`src/rtl/txr_pkg.sv`:
```
package txr_pkg;

  typedef enum logic [1:0] {ST_IDLE, ST_RD, ST_CHK, ST_WR} seq_st_t;
  typedef enum logic {WB_LENERR, WB_CMPL} wb_kind_t;

  localparam logic [15:0] STAT_TMOT   = 16'h0800;
  localparam logic [15:0] STAT_TRNG   = 16'h0100;
  localparam logic [15:0] STAT_KEEP   = 16'h0B00;
  localparam logic [15:0] W3_BUFL     = 16'h8000;
  localparam logic [15:0] RING_ERR_MS = 16'h00FC;
  localparam logic [15:0] CMPL_CLR    = 16'hDC00;
  localparam logic [15:0] LENERR_CLR  = 16'hBC00;
  localparam logic [15:0] LENERR_SET  = 16'h4000;

  // fold new error bits into the status word with summary and repeat flags
  function automatic logic [15:0] stat_merge(input logic [15:0] old_s,
                                             input logic [15:0] bits);
    logic [15:0] r;
    r = old_s | (bits & STAT_KEEP) | 16'h8000;
    if (old_s[15]) r = r | 16'h4000;
    return r;
  endfunction

  function automatic logic w2_ring_err(input logic [15:0] w2);
    return (w2 & RING_ERR_MS) != 16'h0000;
  endfunction

  function automatic logic [15:0] w2_lenerr(input logic [15:0] w2);
    return (w2 | LENERR_SET) & ~LENERR_CLR;
  endfunction

  function automatic logic [15:0] w2_cmpl(input logic [15:0] w2);
    return w2 & ~CMPL_CLR;
  endfunction

endpackage

```
`src/rtl/txr_index.sv`:
```
module txr_index #(
  parameter int IDX_W = 16
) (
  input  logic             clk,
  input  logic             rst_n,
  input  logic             clr,
  input  logic             adv,
  input  logic [IDX_W-1:0] ring_len,
  output logic [IDX_W-1:0] idx
);
  localparam int EXT_W = IDX_W + 1;

  logic [EXT_W-1:0] inc;
  logic             wrap;

  assign inc  = {1'b0, idx} + EXT_W'(1);
  assign wrap = inc >= {1'b0, ring_len};

  always_ff @(posedge clk) begin
    if (!rst_n) begin
      idx <= '0;
    end else if (clr) begin
      idx <= '0;
    end else if (adv) begin
      idx <= wrap ? '0 : inc[IDX_W-1:0];
    end
  end
endmodule

```
`src/rtl/txr_status.sv`:
```
module txr_status
  import txr_pkg::*;
(
  input  logic        clk,
  input  logic        rst_n,
  input  logic        set_v,
  input  logic [15:0] set_bits,
  input  logic        clr_hi,
  output logic [15:0] status
);
  logic [15:0] base_s;

  assign base_s = clr_hi ? {8'h00, status[7:0]} : status;

  always_ff @(posedge clk) begin
    if (!rst_n) begin
      status <= 16'h0000;
    end else if (set_v) begin
      status <= stat_merge(base_s, set_bits);
    end else begin
      status <= base_s;
    end
  end
endmodule

```
`src/rtl/txr_seq.sv`:
```
module txr_seq
  import txr_pkg::*;
#(
  parameter int ADDR_W  = 18,
  parameter int IDX_W   = 16,
  parameter int ELEN_W  = 8,
  parameter int MIN_LEN = 14,
  parameter int MAX_LEN = 1514
) (
  input  logic              clk,
  input  logic              rst_n,
  input  logic [ADDR_W-1:0] ring_base,
  input  logic [ELEN_W-1:0] entry_words,
  input  logic [IDX_W-1:0]  idx,
  input  logic              poll,
  input  logic              tx_done,
  output logic              mem_req,
  output logic              mem_we,
  output logic [ADDR_W-1:0] mem_addr,
  output logic [15:0]       mem_wdata,
  input  logic              mem_ack,
  input  logic              mem_tmo,
  input  logic [15:0]       mem_rdata,
  output logic              tx_valid,
  output logic [ADDR_W-1:0] tx_addr,
  output logic [15:0]       tx_len,
  output logic              tx_busy,
  output logic              evt_done,
  output logic              evt_txi,
  output logic              evt_seri,
  output logic              stat_v,
  output logic [15:0]       stat_bits,
  output logic              idx_adv,
  output logic [ADDR_W-1:0] ent_addr
);
  localparam int PROD_RAW = IDX_W + ELEN_W + 1;
  localparam int PROD_W   = (PROD_RAW > ADDR_W) ? PROD_RAW : ADDR_W;
  localparam logic [15:0] MIN_L = 16'(MIN_LEN);
  localparam logic [15:0] MAX_L = 16'(MAX_LEN);

  function automatic logic [ADDR_W-1:0] entry_addr(input logic [ADDR_W-1:0] b,
                                                   input logic [IDX_W-1:0]  i,
                                                   input logic [ELEN_W-1:0] e);
    logic [PROD_W-1:0] off;
    off = PROD_W'(i) * PROD_W'(e);
    off = off << 1;
    return b + off[ADDR_W-1:0];
  endfunction

  function automatic logic [ADDR_W-1:0] buf_addr(input logic [15:0] w1,
                                                 input logic [15:0] w2);
    logic [31:0] t;
    t = {14'b0, w2[1:0], w1};
    return t[ADDR_W-1:0];
  endfunction

  function automatic logic len_bad(input logic [15:0] l);
    return (l > MAX_L) || (l < MIN_L);
  endfunction

  seq_st_t     st;
  wb_kind_t    wb;
  logic [1:0]  wcnt;
  logic [15:0] words [4];
  logic        poll_pend;
  logic        done_pend;

  always_ff @(posedge clk) begin
    if (!rst_n) begin
      st        <= ST_IDLE;
      wb        <= WB_LENERR;
      wcnt      <= 2'd0;
      for (int k = 0; k < 4; k++) words[k] <= 16'h0000;
      poll_pend <= 1'b0;
      done_pend <= 1'b0;
      mem_req   <= 1'b0;
      mem_we    <= 1'b0;
      mem_addr  <= '0;
      mem_wdata <= 16'h0000;
      tx_valid  <= 1'b0;
      tx_addr   <= '0;
      tx_len    <= 16'h0000;
      tx_busy   <= 1'b0;
      evt_done  <= 1'b0;
      evt_txi   <= 1'b0;
      evt_seri  <= 1'b0;
      stat_v    <= 1'b0;
      stat_bits <= 16'h0000;
      idx_adv   <= 1'b0;
      ent_addr  <= '0;
    end else begin
      tx_valid <= 1'b0;
      evt_done <= 1'b0;
      evt_txi  <= 1'b0;
      evt_seri <= 1'b0;
      stat_v   <= 1'b0;
      idx_adv  <= 1'b0;
      if (poll)    poll_pend <= 1'b1;
      if (tx_done) done_pend <= 1'b1;

      case (st)
        ST_IDLE: begin
          if (poll_pend) begin
            poll_pend <= poll;
            if (tx_busy) begin
              evt_done <= 1'b1;
            end else begin
              ent_addr <= entry_addr(ring_base, idx, entry_words);
              mem_addr <= entry_addr(ring_base, idx, entry_words);
              mem_req  <= 1'b1;
              mem_we   <= 1'b0;
              wcnt     <= 2'd0;
              st       <= ST_RD;
            end
          end else if (done_pend && tx_busy) begin
            done_pend <= tx_done;
            words[2]  <= w2_cmpl(words[2]);
            words[3]  <= 16'h0000;
            mem_req   <= 1'b1;
            mem_we    <= 1'b1;
            mem_addr  <= ent_addr + ADDR_W'(4);
            mem_wdata <= w2_cmpl(words[2]);
            wcnt      <= 2'd2;
            wb        <= WB_CMPL;
            idx_adv   <= 1'b1;
            st        <= ST_WR;
          end else if (done_pend) begin
            done_pend <= tx_done;
          end
        end

        ST_RD: begin
          if (mem_tmo) begin
            mem_req   <= 1'b0;
            stat_v    <= 1'b1;
            stat_bits <= STAT_TMOT;
            evt_seri  <= 1'b1;
            st        <= ST_IDLE;
          end else if (mem_ack) begin
            words[wcnt] <= mem_rdata;
            if (wcnt == 2'd3) begin
              mem_req <= 1'b0;
              st      <= ST_CHK;
            end else begin
              wcnt     <= wcnt + 2'd1;
              mem_addr <= ent_addr + ADDR_W'({wcnt + 2'd1, 1'b0});
            end
          end
        end

        ST_CHK: begin
          st <= ST_IDLE;
          if (w2_ring_err(words[2])) begin
            stat_v    <= 1'b1;
            stat_bits <= STAT_TRNG;
            evt_seri  <= 1'b1;
          end else if (!words[2][15]) begin
            evt_done <= 1'b1;
          end else if (len_bad(words[0])) begin
            words[2]  <= w2_lenerr(words[2]);
            words[3]  <= W3_BUFL;
            mem_req   <= 1'b1;
            mem_we    <= 1'b1;
            mem_addr  <= ent_addr + ADDR_W'(4);
            mem_wdata <= w2_lenerr(words[2]);
            wcnt      <= 2'd2;
            wb        <= WB_LENERR;
            idx_adv   <= 1'b1;
            st        <= ST_WR;
          end else begin
            tx_valid <= 1'b1;
            tx_addr  <= buf_addr(words[1], words[2]);
            tx_len   <= words[0];
            tx_busy  <= 1'b1;
            evt_done <= 1'b1;
          end
        end

        ST_WR: begin
          if (mem_tmo) begin
            mem_req   <= 1'b0;
            mem_we    <= 1'b0;
            stat_v    <= 1'b1;
            stat_bits <= STAT_TMOT;
            st        <= ST_IDLE;
            if (wb == WB_LENERR) begin
              evt_seri <= 1'b1;
            end else begin
              evt_txi <= 1'b1;
              tx_busy <= 1'b0;
            end
          end else if (mem_ack) begin
            if (wcnt == 2'd2) begin
              wcnt      <= 2'd3;
              mem_addr  <= ent_addr + ADDR_W'(6);
              mem_wdata <= words[3];
            end else begin
              mem_req <= 1'b0;
              mem_we  <= 1'b0;
              st      <= ST_IDLE;
              evt_txi <= 1'b1;
              if (wb == WB_LENERR) begin
                evt_done <= 1'b1;
              end else begin
                tx_busy <= 1'b0;
              end
            end
          end
        end

        default: st <= ST_IDLE;
      endcase
    end
  end
endmodule

```
`src/rtl/txr_fetch.sv`:
```
module txr_fetch
  import txr_pkg::*;
#(
  parameter int ADDR_W  = 18,
  parameter int IDX_W   = 16,
  parameter int ELEN_W  = 8,
  parameter int MIN_LEN = 14,
  parameter int MAX_LEN = 1514
) (
  input  logic              clk,
  input  logic              rst_n,
  input  logic [ADDR_W-1:0] ring_base,
  input  logic [ELEN_W-1:0] entry_words,
  input  logic [IDX_W-1:0]  ring_len,
  input  logic              poll,
  input  logic              restart,
  input  logic              tx_done,
  input  logic              stat_clr,
  output logic              mem_req,
  output logic              mem_we,
  output logic [ADDR_W-1:0] mem_addr,
  output logic [15:0]       mem_wdata,
  input  logic              mem_ack,
  input  logic              mem_tmo,
  input  logic [15:0]       mem_rdata,
  output logic              tx_valid,
  output logic [ADDR_W-1:0] tx_addr,
  output logic [15:0]       tx_len,
  output logic              tx_busy,
  output logic              evt_done,
  output logic              evt_txi,
  output logic              evt_seri,
  output logic [15:0]       status
);
  logic [IDX_W-1:0]  idx;
  logic              idx_adv;
  logic              stat_v;
  logic [15:0]       stat_bits;
  logic [ADDR_W-1:0] ent_addr;

  txr_index #(.IDX_W(IDX_W)) u_idx (
    .clk      (clk),
    .rst_n    (rst_n),
    .clr      (restart),
    .adv      (idx_adv),
    .ring_len (ring_len),
    .idx      (idx)
  );

  txr_status u_stat (
    .clk      (clk),
    .rst_n    (rst_n),
    .set_v    (stat_v),
    .set_bits (stat_bits),
    .clr_hi   (stat_clr),
    .status   (status)
  );

  txr_seq #(
    .ADDR_W  (ADDR_W),
    .IDX_W   (IDX_W),
    .ELEN_W  (ELEN_W),
    .MIN_LEN (MIN_LEN),
    .MAX_LEN (MAX_LEN)
  ) u_seq (
    .clk         (clk),
    .rst_n       (rst_n),
    .ring_base   (ring_base),
    .entry_words (entry_words),
    .idx         (idx),
    .poll        (poll),
    .tx_done     (tx_done),
    .mem_req     (mem_req),
    .mem_we      (mem_we),
    .mem_addr    (mem_addr),
    .mem_wdata   (mem_wdata),
    .mem_ack     (mem_ack),
    .mem_tmo     (mem_tmo),
    .mem_rdata   (mem_rdata),
    .tx_valid    (tx_valid),
    .tx_addr     (tx_addr),
    .tx_len      (tx_len),
    .tx_busy     (tx_busy),
    .evt_done    (evt_done),
    .evt_txi     (evt_txi),
    .evt_seri    (evt_seri),
    .stat_v      (stat_v),
    .stat_bits   (stat_bits),
    .idx_adv     (idx_adv),
    .ent_addr    (ent_addr)
  );
endmodule

```
`config.mk`:
```
export PLATFORM = sky130hd
export DESIGN_NAME = txr_fetch
export DESIGN_NICKNAME = d
export VERILOG_FILES = /design/src/rtl/txr_pkg.sv /design/src/rtl/txr_index.sv /design/src/rtl/txr_status.sv /design/src/rtl/txr_seq.sv /design/src/rtl/txr_fetch.sv
export SDC_FILE = /design/constraint.sdc
export NUM_CORES = 1
export LEC_CHECK = 0
export ABC_AREA = 1
export BUFFER_PORTS_ARGS = -buffer_cell sky130_fd_sc_hd__buf_2
export CAP_MARGIN = 20
export CORE_AREA = 5 5 163 196
export CTS_CLUSTER_SIZE = 16
export DETAILED_ROUTE_END_ITERATION = 16
export DIE_AREA = 0 0 168 201
export PLACE_DENSITY = 0.62
export SYNTH_ARGS = -nofsm -noshare
export SYNTH_HDL_FRONTEND = slang
export SYNTH_SLANG_ARGS = --single-unit
```
`constraint.sdc`:
```
create_clock -name clk -period 7.9 [get_ports clk]
set_clock_uncertainty 0.1 [all_clocks]
set_input_delay 1.185 -clock clk [delete_from_list [all_inputs] [get_ports clk]]
set_output_delay 1.185 -clock clk [all_outputs]
set_load 0.02 [all_outputs]
```
==> results of run 1 <==
cells in the final DEF, fill, tap and decap left out, drive strengths merged, types with 2 or more instances in the layout:
cell type,count
fa,68
nor3,20
nor2,166
inv,396
conb,12
a21boi,5
a31o,2
clkinv,6
o211ai,12
xor2,42
nor4,10
a211oi,4
or2,3
buf,149
dfxtp,124
a21oi,132
edfxtp,60
ha,66
o31ai,2
nand2,366
bufinv,3
nand4,38
a21o,3
o311ai,3
nand3,67
xnor2,4
a31oi,5
o21bai,2
clkbuf,18
o22ai,8
o21ai,99
worst min-delay path by stage:
stage | from | to | slack, ns | depth (start not counted)
after CTS | u_seq.tx_addr[6]$_SDFFE_PN0P_ | u_seq.tx_addr[6]$_SDFFE_PN0P_ | 0.35 | 2
final | u_seq.tx_addr[8]$_SDFFE_PN0P_ | u_seq.tx_addr[8]$_SDFFE_PN0P_ | 0.34 | 2
after global routing | u_seq.tx_addr[10]$_SDFFE_PN0P_ | u_seq.tx_addr[10]$_SDFFE_PN0P_ | 0.36 | 2
after detailed placement | u_seq.tx_addr[6]$_SDFFE_PN0P_ | u_seq.tx_addr[6]$_SDFFE_PN0P_ | 0.33 | 2
after global placement | u_seq.tx_len[7]$_SDFFE_PN0P_ | u_seq.tx_len[7]$_SDFFE_PN0P_ | 0.33 | 2
after floorplan | u_seq.stat_bits[8]$_SDFFE_PN0P_ | u_seq.stat_bits[8]$_SDFFE_PN0P_ | 0.35 | 2
stage by stage:
step                      util (%)  cells
after global routing          48.9   2299
after detailed placement      46.8   2266
after CTS                     48.8   2298
after floorplan                  -   1806
after global placement        46.8   2266
final                         48.9   2299
cells by family (layout without fill, tap and decap cells):
group,count (synthesis),after routing,synth area share [%]
other,1,12,0.0285
buffers and inverters,476,573,14.3
AO/OA/AOI/OAI,280,280,11.7
XOR/XNOR,46,46,3.06
AND/OR/NAND/NOR,674,674,21.8
flip-flops,184,184,32.5
adder cells (fa/ha/maj),134,134,16.6
cells in the mapped netlist, drive strengths merged (3+ instances only):
cell type,n
dfxtp,124
o21ai,99
clkbuf,48
xor2,42
nand2,366
nor4,10
o311ai,3
a21oi,132
o22ai,8
fa,68
edfxtp,60
nor2,166
nand4,38
nor3,20
xnor2,4
nand3,67
a31oi,5
a21boi,5
buf,36
o211ai,12
a21o,3
a211oi,4
or2,3
inv,390
ha,66
area by class of cell:
type                            count  area share, %
Clock buffer                       18           2.92
Tap cell                          396           3.37
Sequential cell                   184           29.2
Multi-Input combinational cell   1146           48.0
Inverter                          392           10.0
Clock inverter                     14           1.26
Timing Repair Buffer              149           5.25
worst max-delay path: cells and delay by family:
family | cells | cell delay, ns
fa+ha+maj | 6 | 2.71
compound gates | 6 | 1.08
simple gates | 11 | 0.92
buf+inv | 6 | 0.52
xor+xnor | 1 | 0.20
registers in the layout, indices dropped and copies added (netlist names):
name,flops
u_idx.idx,16
u_seq.evt_txi,1
u_seq.ent_addr,18
u_seq.stat_bits,2
u_seq.st,2
u_seq.mem_req,1
u_seq.done_pend,1
u_seq.mem_addr,18
u_stat.status,4
u_seq.words,60
u_seq.idx_adv,1
u_seq.tx_addr,18
u_seq.wb,1
u_seq.tx_valid,1
u_seq.mem_we,1
u_seq.tx_busy,1
u_seq.wcnt,2
u_seq.mem_wdata,16
u_seq.poll_pend,1
u_seq.evt_seri,1
u_seq.stat_v,1
u_seq.evt_done,1
u_seq.tx_len,16
where the power goes:
| part | switching (µW) | internal, µW | total (µW) | leakage [µW] |
|---|---|---|---|---|
| Combinational | 518 | 226 | 744 | 0.00572 |
| Sequential | 84.6 | 1080 | 1170 | 0.00163 |
| Clock | 384 | 506 | 891 | 0.000301 |
| Total | 987 | 1820 | 2800 | 0.00765 |
per-layer routing:
metal / global-route usage [%] / vias up / part of all wire, %
li1: - / 5771 / -
met1: 24.4 / 5342 / 41
met2: 38.8 / 289 / 52
met3: 2.46 / 57 / 4.4
met4: 7.45 / 0 / 2.9
met5: 0 / - / 0
==> summary.txt, run 1 <==
Worst setup path
  • CP dominant cell by count: nand2_1
  • Critical path's slowest cell: fa_1
  • CP endpoint kind: flip-flop
  • R2r setup slk: 1.83 ns
  • Critical path type: in2reg
  • Worst r2r src: u_idx.idx[6]$_SDFFE_PP0P_
  • Crit path from: entry_words[5]
  • Slowest cell delay on critical path: 0.55 ns
  • Worst path required time: 8.14 ns
  • CP Data Arrival Time: 6.62 ns
  • R2R depth: 29
  • FF-to-FF End: u_seq.ent_addr[17]$_SDFFE_PN0P_
  • Critical Path End: u_seq.ent_addr[17]$_SDFFE_PN0P_
  • Worst setup SP type: input port
  • CP Max Fanout: 13

Synthesis
  • Main synth FF type: dfxtp_1
  • Top cells by area, synth: dfxtp_1, edfxtp_1, inv_1, fa_1, nand2_1
  • Mapped Area: 0.0132 mm²
  • Syn_area_per_cell: 7.34 µm²
  • Top cell type's share of synthesized area: 18.8%
  • Ys Warns: 0
  • Register area share after synthesis: 32.5%
  • Library cells used by synthesis: 53
  • Post-synthesis sequential element count: 184
  • EDFF count, synth: 60
  • Async SR Flop Fraction: 0%
  • Yosys top cell by area: dfxtp_1
  • Mapped Cells: 1795

Placed design
  • Post-detail-place hpwl: 27200 µm
  • Global placer's final weighted congestion: 0.907
  • # port buffers: 144
  • Placement Setup Slack: 1.12 ns
  • DP Area: 0.0141 mm²

Timing
  • RSZ-0062 raised after global routing: false
  • Actual slew at the worst max-slew pin: 0.862 ns
  • Slew HR: 42.5%
  • Setup WS post-layout: 1.52 ns
  • Hold slack: 0.343 ns
  • Max Freq: 157 MHz
  • Crit path time final: 6.38 ns
  • Final period utilization: 80.7%
  • Setup violators final: 0
  • Hold Vio Cnt, Final: 0
  • Slew Limit Fails: 0
  • Setup TNS: 0 ns

Clock network
  • CTS tree: done
  • CTS Root Cell: clkbuf_16
  • Clock Path Buffers: 2
  • Number of gates resized after cts: 0
  • Hold buffers post-CTS: 0
  • Inserted Clock Buffers: 17
  • H-tree Lvls: 4
  • Postcts setup bufs: 0
  • CTS sink count: 184
  • Clock-pin transition on the worst setup and hold timing paths: 0.07 ns
  • Clock Latency Late Sink: 0.44 ns

Pwr
  • Pwr dens: 191 mW/mm²
  • Leakage: 0.00765 µW
  • Total Power: 2800 µW
  • VDD IR max: 0.161 mV

Layout
  • Final instance area: 0.0147 mm²
  • Synth-to-layout area growth: 11.5%
  • # fillers: 2994
  • Final nets: 2090
  • Layout cells sized above 1: 11.2%
  • Area of the multi-input gates: 0.00705 mm²
  • Ant diodes: 0
  • FF+latch area: 0.00428 mm²

Flow run
  • MaxCap Viol Count: 0

Floorplan
  • Die area: 0.0338 mm²
  • Top-level I/O count: 157
  • Die width: 168 µm
  • Height of the die: 201 µm
  • Initial core utilization: 43.8%
  • Core Box Area: 0.0300 mm²
  • Number of cell rows: 70

Global routing
  • Total GRT Usage: 20.8%
  • Number of global-route vias before repair: 11600
  • GR Overflow Total: 0
  • First-pass GRT wire length: 57200 µm
  • Initial antenna violation count: 0
  • Largest net degree at the start of global routing: 64

Worst hold path
  • Tightest Hold Check Type: reg2reg

Routing
  • Starting DRT DRC Count: 670
  • WL per Instance: 15.2 µm
  • 1st-pass router iterations: 5
  • Vias: 11500
  • DRC Markers: 0
  • Vias per inst: 4.98
  • DRT Wirelength: 35000 µm
  • Final ANT Viol Nets: 0

Status
  • Status: finished, final reports clean
(Power assumes the default switching activity.)
==> run 2, diff against run 1 <==
Clock period 7.9 ns to 6.2 ns, I/O delays scaled along.
==> summary.txt, run 2 (synthesized netlist as in run 1, its figures left out) <==
Clock network
  • CTS Root Cell: clkbuf_16
  • Inserted Clock Buffers: 17 (unchanged)
  • Postcts setup bufs: 0 (unchanged)
  • CTS tree: done
  • H-tree Lvls: 4 (unchanged)
  • Clock Latency Late Sink: 0.43 ns (about the same)
  • Clock-pin transition on the worst setup and hold timing paths: 0.07 ns (about the same)
  • Clock Path Buffers: 2 (unchanged)
  • CTS sink count: 184 (unchanged)
  • Hold buffers post-CTS: 0 (unchanged)

Layout
  • Largest register by flop count: u_seq.words
  • Max reg flops: 60 (unchanged)
  • # fillers: 3080 (+2.9%)
  • Ant diodes: 0 (unchanged)
  • Layout cells sized above 1: 14.1% (+2.9 points)
  • Commonest cells after routing, fill and taps aside: inv_1, nand2_1, nor2_1
  • Final Util: 50.2% (+1.3 points)
  • Synth-to-layout area growth: 14.4%
  • Area of the multi-input gates: 0.00710 mm² (+0.64%)
  • Most common cell after layout, fill and taps aside: inv_1
  • FF+latch area: 0.00428 mm² (unchanged)
  • Final nets: 2144 (+2.6%)

Floorplan
  • Number of cell rows: 70 (unchanged)
  • Die width: 168 µm (unchanged)
  • Initial core utilization: 43.8% (unchanged)
  • Height of the die: 201 µm (unchanged)
  • Top-level I/O count: 157 (unchanged)
  • Core Box Area: 0.0300 mm² (unchanged)
  • Die area: 0.0338 mm² (unchanged)

Timing
  • Setup TNS: 0 ns (unchanged)
  • Setup violators final: 0 (unchanged)
  • Crit path time final: 5.80 ns
  • Hold Vio Cnt, Final: 0 (unchanged)
  • Final period utilization: 93.5%
  • Slew HR: 43.5% (+0.94 points)
  • Hold slack: 0.344 ns (+0.000869 ns)
  • Actual slew at the worst max-slew pin: 0.845 ns (-0.0164 ns)
  • Max Freq: 173 MHz
  • Slew Limit Fails: 0 (unchanged)

Pwr
  • Leakage: 0.00789 µW (+3.2%)
  • VDD IR max: 0.229 mV (+42%)
  • Sw Share: 36.6% (+1.4 points)
  • NetSw: 1270 µW (+29%)
  • Int Power: 2210 µW (+21%)
  • Pwr dens: 231 mW/mm² (+21%)
  • Sequential power share: 42.9% (+1.2 points)
  • Combinational power share: 27.8% (+1.3 points)
  • Clock power share: 29.4% (-2.4 points)

Routing
  • WL per Instance: 15.4 µm (+1.0%)
  • Vias per inst: 5.00 (+0.37%)
  • Vias: 11800 (+2.7%)
  • DRC Markers: 0 (unchanged)
  • Final ANT Viol Nets: 0 (unchanged)
  • DRT Wirelength: 36100 µm (+3.4%)
  • Starting DRT DRC Count: 710 (+6.0%)
  • 1st-pass router iterations: 7 (+2)

Worst setup path
  • Slowest cell delay on critical path: 0.54 ns (about the same)
  • Worst setup SP type: input port
  • R2R depth: 25 (-14%)
  • Worst path required time: 6.47 ns (-1.67 ns)
  • CP dominant cell by count: inv_1
  • Critical path type: in2reg
  • Worst r2r src: u_idx.idx[1]$_SDFFE_PP0P_
  • CP Data Arrival Time: 6.06 ns (-0.56 ns)
  • Crit path from: entry_words[4]
  • Critical path's slowest cell: fa_1
  • CP endpoint kind: flip-flop
  • CP Max Fanout: 7 (-6)

Worst hold path
  • Worst hold path depth: 2 (unchanged)
  • Hold Startpoint: u_seq.tx_addr[9]$_SDFFE_PN0P_
  • Tightest Hold Check Type: reg2reg

Status
  • Status: finished, final reports clean

Global routing
  • GR Overflow Total: 0 (unchanged)
  • First-pass GRT wire length: 58600 µm (+2.5%)
  • Initial antenna violation count: 0 (unchanged)
  • Largest net degree at the start of global routing: 70 (+9.4%)
  • Number of global-route vias before repair: 11700 (+0.72%)
  • Total GRT Usage: 21.4% (+0.56 points)

Placed design
  • Post-detail-place hpwl: 28400 µm (+4.3%)
  • # port buffers: 144 (unchanged)
  • Global placer's final weighted congestion: 0.901 (-0.58%)

Flow run
  • MaxCap Viol Count: 0 (unchanged)
run 2: changes by cell type in the layout (fill, tap and decap cells not counted), moves of 3 or more:
| cell | change |
|---|---|
| buf_4 | +54 |
| a21oi_1 | -5 |
| a21oi_2 | +5 |
| bufinv_16 | -3 |
| clkinv_4 | +3 |
run 2: path summary, 6_finish.rpt:
kind,slack [ns],end
worst max-delay path,0.40,u_seq.mem_addr[15]$_SDFFE_PN0P_
worst min-delay path,0.34,u_seq.tx_addr[9]$_SDFFE_PN0P_
worst max register to register,0.43,u_seq.mem_addr[15]$_SDFFE_PN0P_
worst min register to register,0.34,u_seq.tx_addr[9]$_SDFFE_PN0P_
run 2: metrics by stage:
step / worst slack (ns) / instances / total power [µW] / instance area [µm²]
2_1_floorplan: 0.0884 / 1806 / 2160 / 13200
3_3_place_gp: -0.149 / 2320 / 2470 / 14500
3_5_place_dp: -0.209 / 2320 / 2480 / 14500
4_1_cts: 0.241 / 2352 / 3510 / 15000
5_1_grt: -0.0164 / 2353 / 3680 / 15100
6_report: 0.405 / 2353 / 3480 / 15100
run 2: layout make-up:
cell class | instances | share of cell area (%)
inverters | 392 | 9.76
multi-input cells | 1146 | 47.1
flip-flops and latches | 184 | 28.4
clock inverters | 13 | 0.747
repair buffers | 203 | 7.80
clock buffers | 19 | 2.87
well taps | 396 | 3.29
run 2: power by group through the flow:
stage | Sequential, µW | Clock [µW] | Combinational (µW)
after floorplan | 1580 | 0 | 583
after global placement | 1520 | 0 | 957
after detailed placement | 1520 | 0 | 965
after CTS | 1490 | 1040 | 972
after global routing | 1510 | 1090 | 1080
final | 1490 | 1020 | 965
run 2: worst max-delay path, delay by kind of cell:
family / cells / cell delay [ns]
adder cells (fa/ha/maj): 6 / 2.77
AND/OR/NAND/NOR: 6 / 0.91
AO/OA/AOI/OAI: 6 / 0.74
buffers and inverters: 6 / 0.46
XOR/XNOR: 2 / 0.25
run 2: routing by layer:
metal	global-route usage, %	share of wire (%)	up-vias
li1	-	-	5881
met4	7.89	3.4	0
met2	39.4	52	337
met5	0	0	-
met3	2.86	5.1	70
met1	25.0	39	5484
run 2: timing repair:
item | 4_1_cts | 5_1_grt
endpoints found under the hold margin | 0 | 0
gates resized for setup | 0 | 11
setup endpoints to repair | 0 | 5
==> run 3, diff against run 2 <==
Settings changed: ABC_AREA 1 to not set, CORE_AREA 5 5 163 196 to 5 5 159 191, DIE_AREA 0 0 168 201 to 0 0 164 196, PLACE_DENSITY 0.62 to 0.63.
==> summary.txt, run 3 <==
Synthesis
  • Ys Warns: 0 (unchanged)
  • Async SR Flop Fraction: 0% (unchanged)
  • Register area share after synthesis: 34.2% (+1.7 points)
  • EDFF count, synth: 60 (unchanged)
  • Library cells used by synthesis: 71 (+34%)
  • Mapped Cells: 1413 (-21%)
  • Top post-synthesis cells by count: nand2_1, dfxtp_1, inv_1, a21oi_1, and2_1
  • Top cell type's share of synthesized area: 19.8% (+0.98 points)
  • Yosys top cell by area: dfxtp_1
  • Top cells by area, synth: dfxtp_1, edfxtp_1, fa_1, ha_1, nand2_1
  • Mapped Area: 0.0125 mm² (-4.9%)
  • Post-synthesis sequential element count: 184 (unchanged)
  • Most numerous cell in the Yosys netlist: nand2_1
  • Syn_area_per_cell: 8.86 µm² (+21%)
  • Main synth FF type: dfxtp_1

Routing
  • Final ANT Viol Nets: 0 (unchanged)
  • DRT Wirelength: 33300 µm (-7.9%)
  • Starting DRT DRC Count: 691 (-2.7%)
  • Vias: 10500 (-11%)
  • 1st-pass router iterations: 5 (-2)
  • WL per Instance: 17.1 µm (+11%)
  • Vias per inst: 5.36 (+7.1%)
  • DRC Markers: 0 (unchanged)

Global routing
  • First-pass GRT wire length: 54000 µm (-7.9%)
  • Total GRT Usage: 21.0% (-0.39 points)
  • GR Overflow Total: 0 (unchanged)
  • Initial antenna violation count: 2 (+2)
  • Number of global-route vias before repair: 10400 (-11%)
  • Largest net degree at the start of global routing: 64 (-8.6%)

Pwr
  • Total Power: 3070 µW (-12%)
  • Pwr dens: 212 mW/mm² (-7.9%)
  • Leakage: 0.00657 µW (-17%)
  • VDD IR max: 0.160 mV (-30%)

Floorplan
  • Die area: 0.0321 mm² (-4.8%)
  • Core Box Area: 0.0284 mm² (-5.4%)
  • Initial core utilization: 44.1% (+0.22 points)
  • Top-level I/O count: 157 (unchanged)
  • Height of the die: 196 µm (-2.5%)
  • Number of cell rows: 68 (-2.9%)
  • Die width: 164 µm (-2.4%)

Worst setup path
  • Worst path required time: 6.47 ns (about the same)
  • CP Data Arrival Time: 6.17 ns (+0.11 ns)
  • Critical path type: in2reg
  • CP endpoint kind: flip-flop
  • Worst setup SP type: input port
  • CP Max Fanout: 3 (-4)

Timing
  • Crit path time final: 5.90 ns (+0.103 ns)
  • Slew Limit Fails: 0 (unchanged)
  • Slew HR: 43.2% (-0.27 points)
  • Final period utilization: 95.1% (+1.7 points)
  • Hold Vio Cnt, Final: 0 (unchanged)
  • Setup WS post-layout: 0.301 ns (-0.103 ns)
  • Setup violators final: 0 (unchanged)
  • Max Freq: 170 MHz (-1.8%)
  • Actual slew at the worst max-slew pin: 0.849 ns (+0.00356 ns)

Layout
  • Ant diodes: 0 (unchanged)
  • Final nets: 1753 (-18%)
  • Most common cell after layout, fill and taps aside: nand2_1
  • Max reg flops: 60 (unchanged)
  • Synth-to-layout area growth: 15.3%
  • Layout cells sized above 1: 17.7% (+3.6 points)
  • Largest register by flop count: u_seq.words
  • Commonest cells after routing, fill and taps aside: nand2_1, buf_2, dfxtp_1
  • # fillers: 2738 (-11%)

Clock network
  • H-tree Lvls: 4 (unchanged)
  • Clock Latency Late Sink: 0.44 ns (about the same)
  • Inserted Clock Buffers: 17 (unchanged)
  • Clock Path Buffers: 2 (unchanged)
  • CTS Root Cell: clkbuf_16
  • Clock-pin transition on the worst setup and hold timing paths: 0.07 ns (about the same)
  • CTS sink count: 184 (unchanged)
  • CTS tree: done

Flow run
  • MaxCap Viol Count: 0 (unchanged)

Placed design
  • Post-detail-place hpwl: 25400 µm (-11%)
  • Placement Setup Slack: -0.309 ns (-0.100 ns)
  • Global placer's final weighted congestion: 0.916 (+1.7%)
  • # port buffers: 144 (unchanged)

Worst hold path
  • Tightest Hold Check Type: reg2reg

Status
  • Status: finished, final reports clean
## run 3: cell types whose count changed after synthesis, moves of 18 or more
cell,before,now
a21o_1,3,21
a21oi_1,128,102
and2_1,0,94
and3_1,1,73
clkbuf_1,47,69
inv_1,385,109
nand2_1,362,195
nand3_1,62,27
nand4_1,38,17
nor2_1,161,75
o21ai_0,90,46
xnor2_1,4,37
xor2_1,42,17
## run 3: cell type report
| class | count | area [µm²] | area share [%] |
|---|---|---|---|
| Tap cell | 385 | 482 | 3.34 |
| Timing Repair Buffer | 207 | 1190 | 8.27 |
| Clock inverter | 14 | 159 | 1.10 |
| Multi-Input combinational cell | 1031 | 7470 | 51.7 |
| Sequential cell | 184 | 4280 | 29.7 |
| Clock buffer | 18 | 429 | 2.97 |
| Inverter | 112 | 420 | 2.91 |
## run 3: critical path, stage by stage
cell,delay (ns)
buf_2,0.11
and2_1,0.18
fa_2,0.41
fa_1,0.56
inv_1,0.05
fa_1,0.46
fa_1,0.55
inv_1,0.04
ha_1,0.29
o21a_1,0.14
a211oi_2,0.24
o21bai_1,0.12
a21oi_2,0.15
o21bai_1,0.10
a21oi_2,0.15
xnor2_1,0.14
ha_1,0.26
a21o_1,0.19
a21oi_2,0.18
a21boi_2,0.21
a31oi_2,0.08
a31oi_2,0.20
nor3_1,0.06
nand3b_1,0.22
a21oi_2,0.15
## run 3: power breakdown
group	total, µW	switching, µW	internal, µW	leakage (µW)
combinational	603	404	199	0.00466
sequential	1390	65.2	1320	0.00163
clock	1080	536	541	0.000282
## run 3: worst paths after layout
check	start	to	slack, ns	depth (start not counted)
worst min register to register	u_seq.mem_wdata[14]$_SDFFE_PN0P_	u_seq.mem_wdata[14]$_SDFFE_PN0P_	0.35	2
worst max register to register	u_idx.idx[1]$_SDFFE_PP0P_	u_seq.ent_addr[17]$_SDFFE_PN0P_	0.50	24
worst min-delay path	u_seq.mem_wdata[14]$_SDFFE_PN0P_	u_seq.mem_wdata[14]$_SDFFE_PN0P_	0.35	2
worst max-delay path	entry_words[4]	u_seq.ent_addr[17]$_SDFFE_PN0P_	0.30	25
## run 3: stage by stage
stage	hold slack, ns	cells	area [µm²]	util [%]	setup TNS [ns]
6_report	0.352	1951	14400	50.8	0
5_1_grt	0.374	1951	14400	50.8	-0.0717
3_3_place_gp	0.335	1917	13800	48.5	-0.378
4_1_cts	0.356	1950	14400	50.6	0
3_5_place_dp	0.345	1918	13800	48.5	-1.57
2_1_floorplan	0.337	1424	12600	-	0
## run 3: layer usage
metal	vias up	global-route usage, %	part of all wire (%)
met5	-	0	0.10
met4	4	7.43	2.9
met2	288	37.3	51
li1	5089	-	-
met3	65	3.43	4.5
met1	5007	25.5	41
## run 3: kinds of logic (layout without fill, tap and decap cells)
| kind of cell | count (synthesis) | after routing | synth area share (%) |
|---|---|---|---|
| buf+inv | 209 | 351 | 7.04 |
| other cells | 1 | 12 | 0.0299 |
| simple gates | 532 | 532 | 21.0 |
| mux | 7 | 7 | 0.560 |
| compound gates | 291 | 291 | 15.7 |
| xor+xnor | 55 | 55 | 3.96 |
| fa+ha+maj | 134 | 134 | 17.5 |
| flops | 184 | 184 | 34.2 |
## run 3: what timing repair did
action	in CTS	in global routing
buffers inserted	0	1
resized for setup	0	16
hold buffers	0	0
setup endpoints to repair	0	3
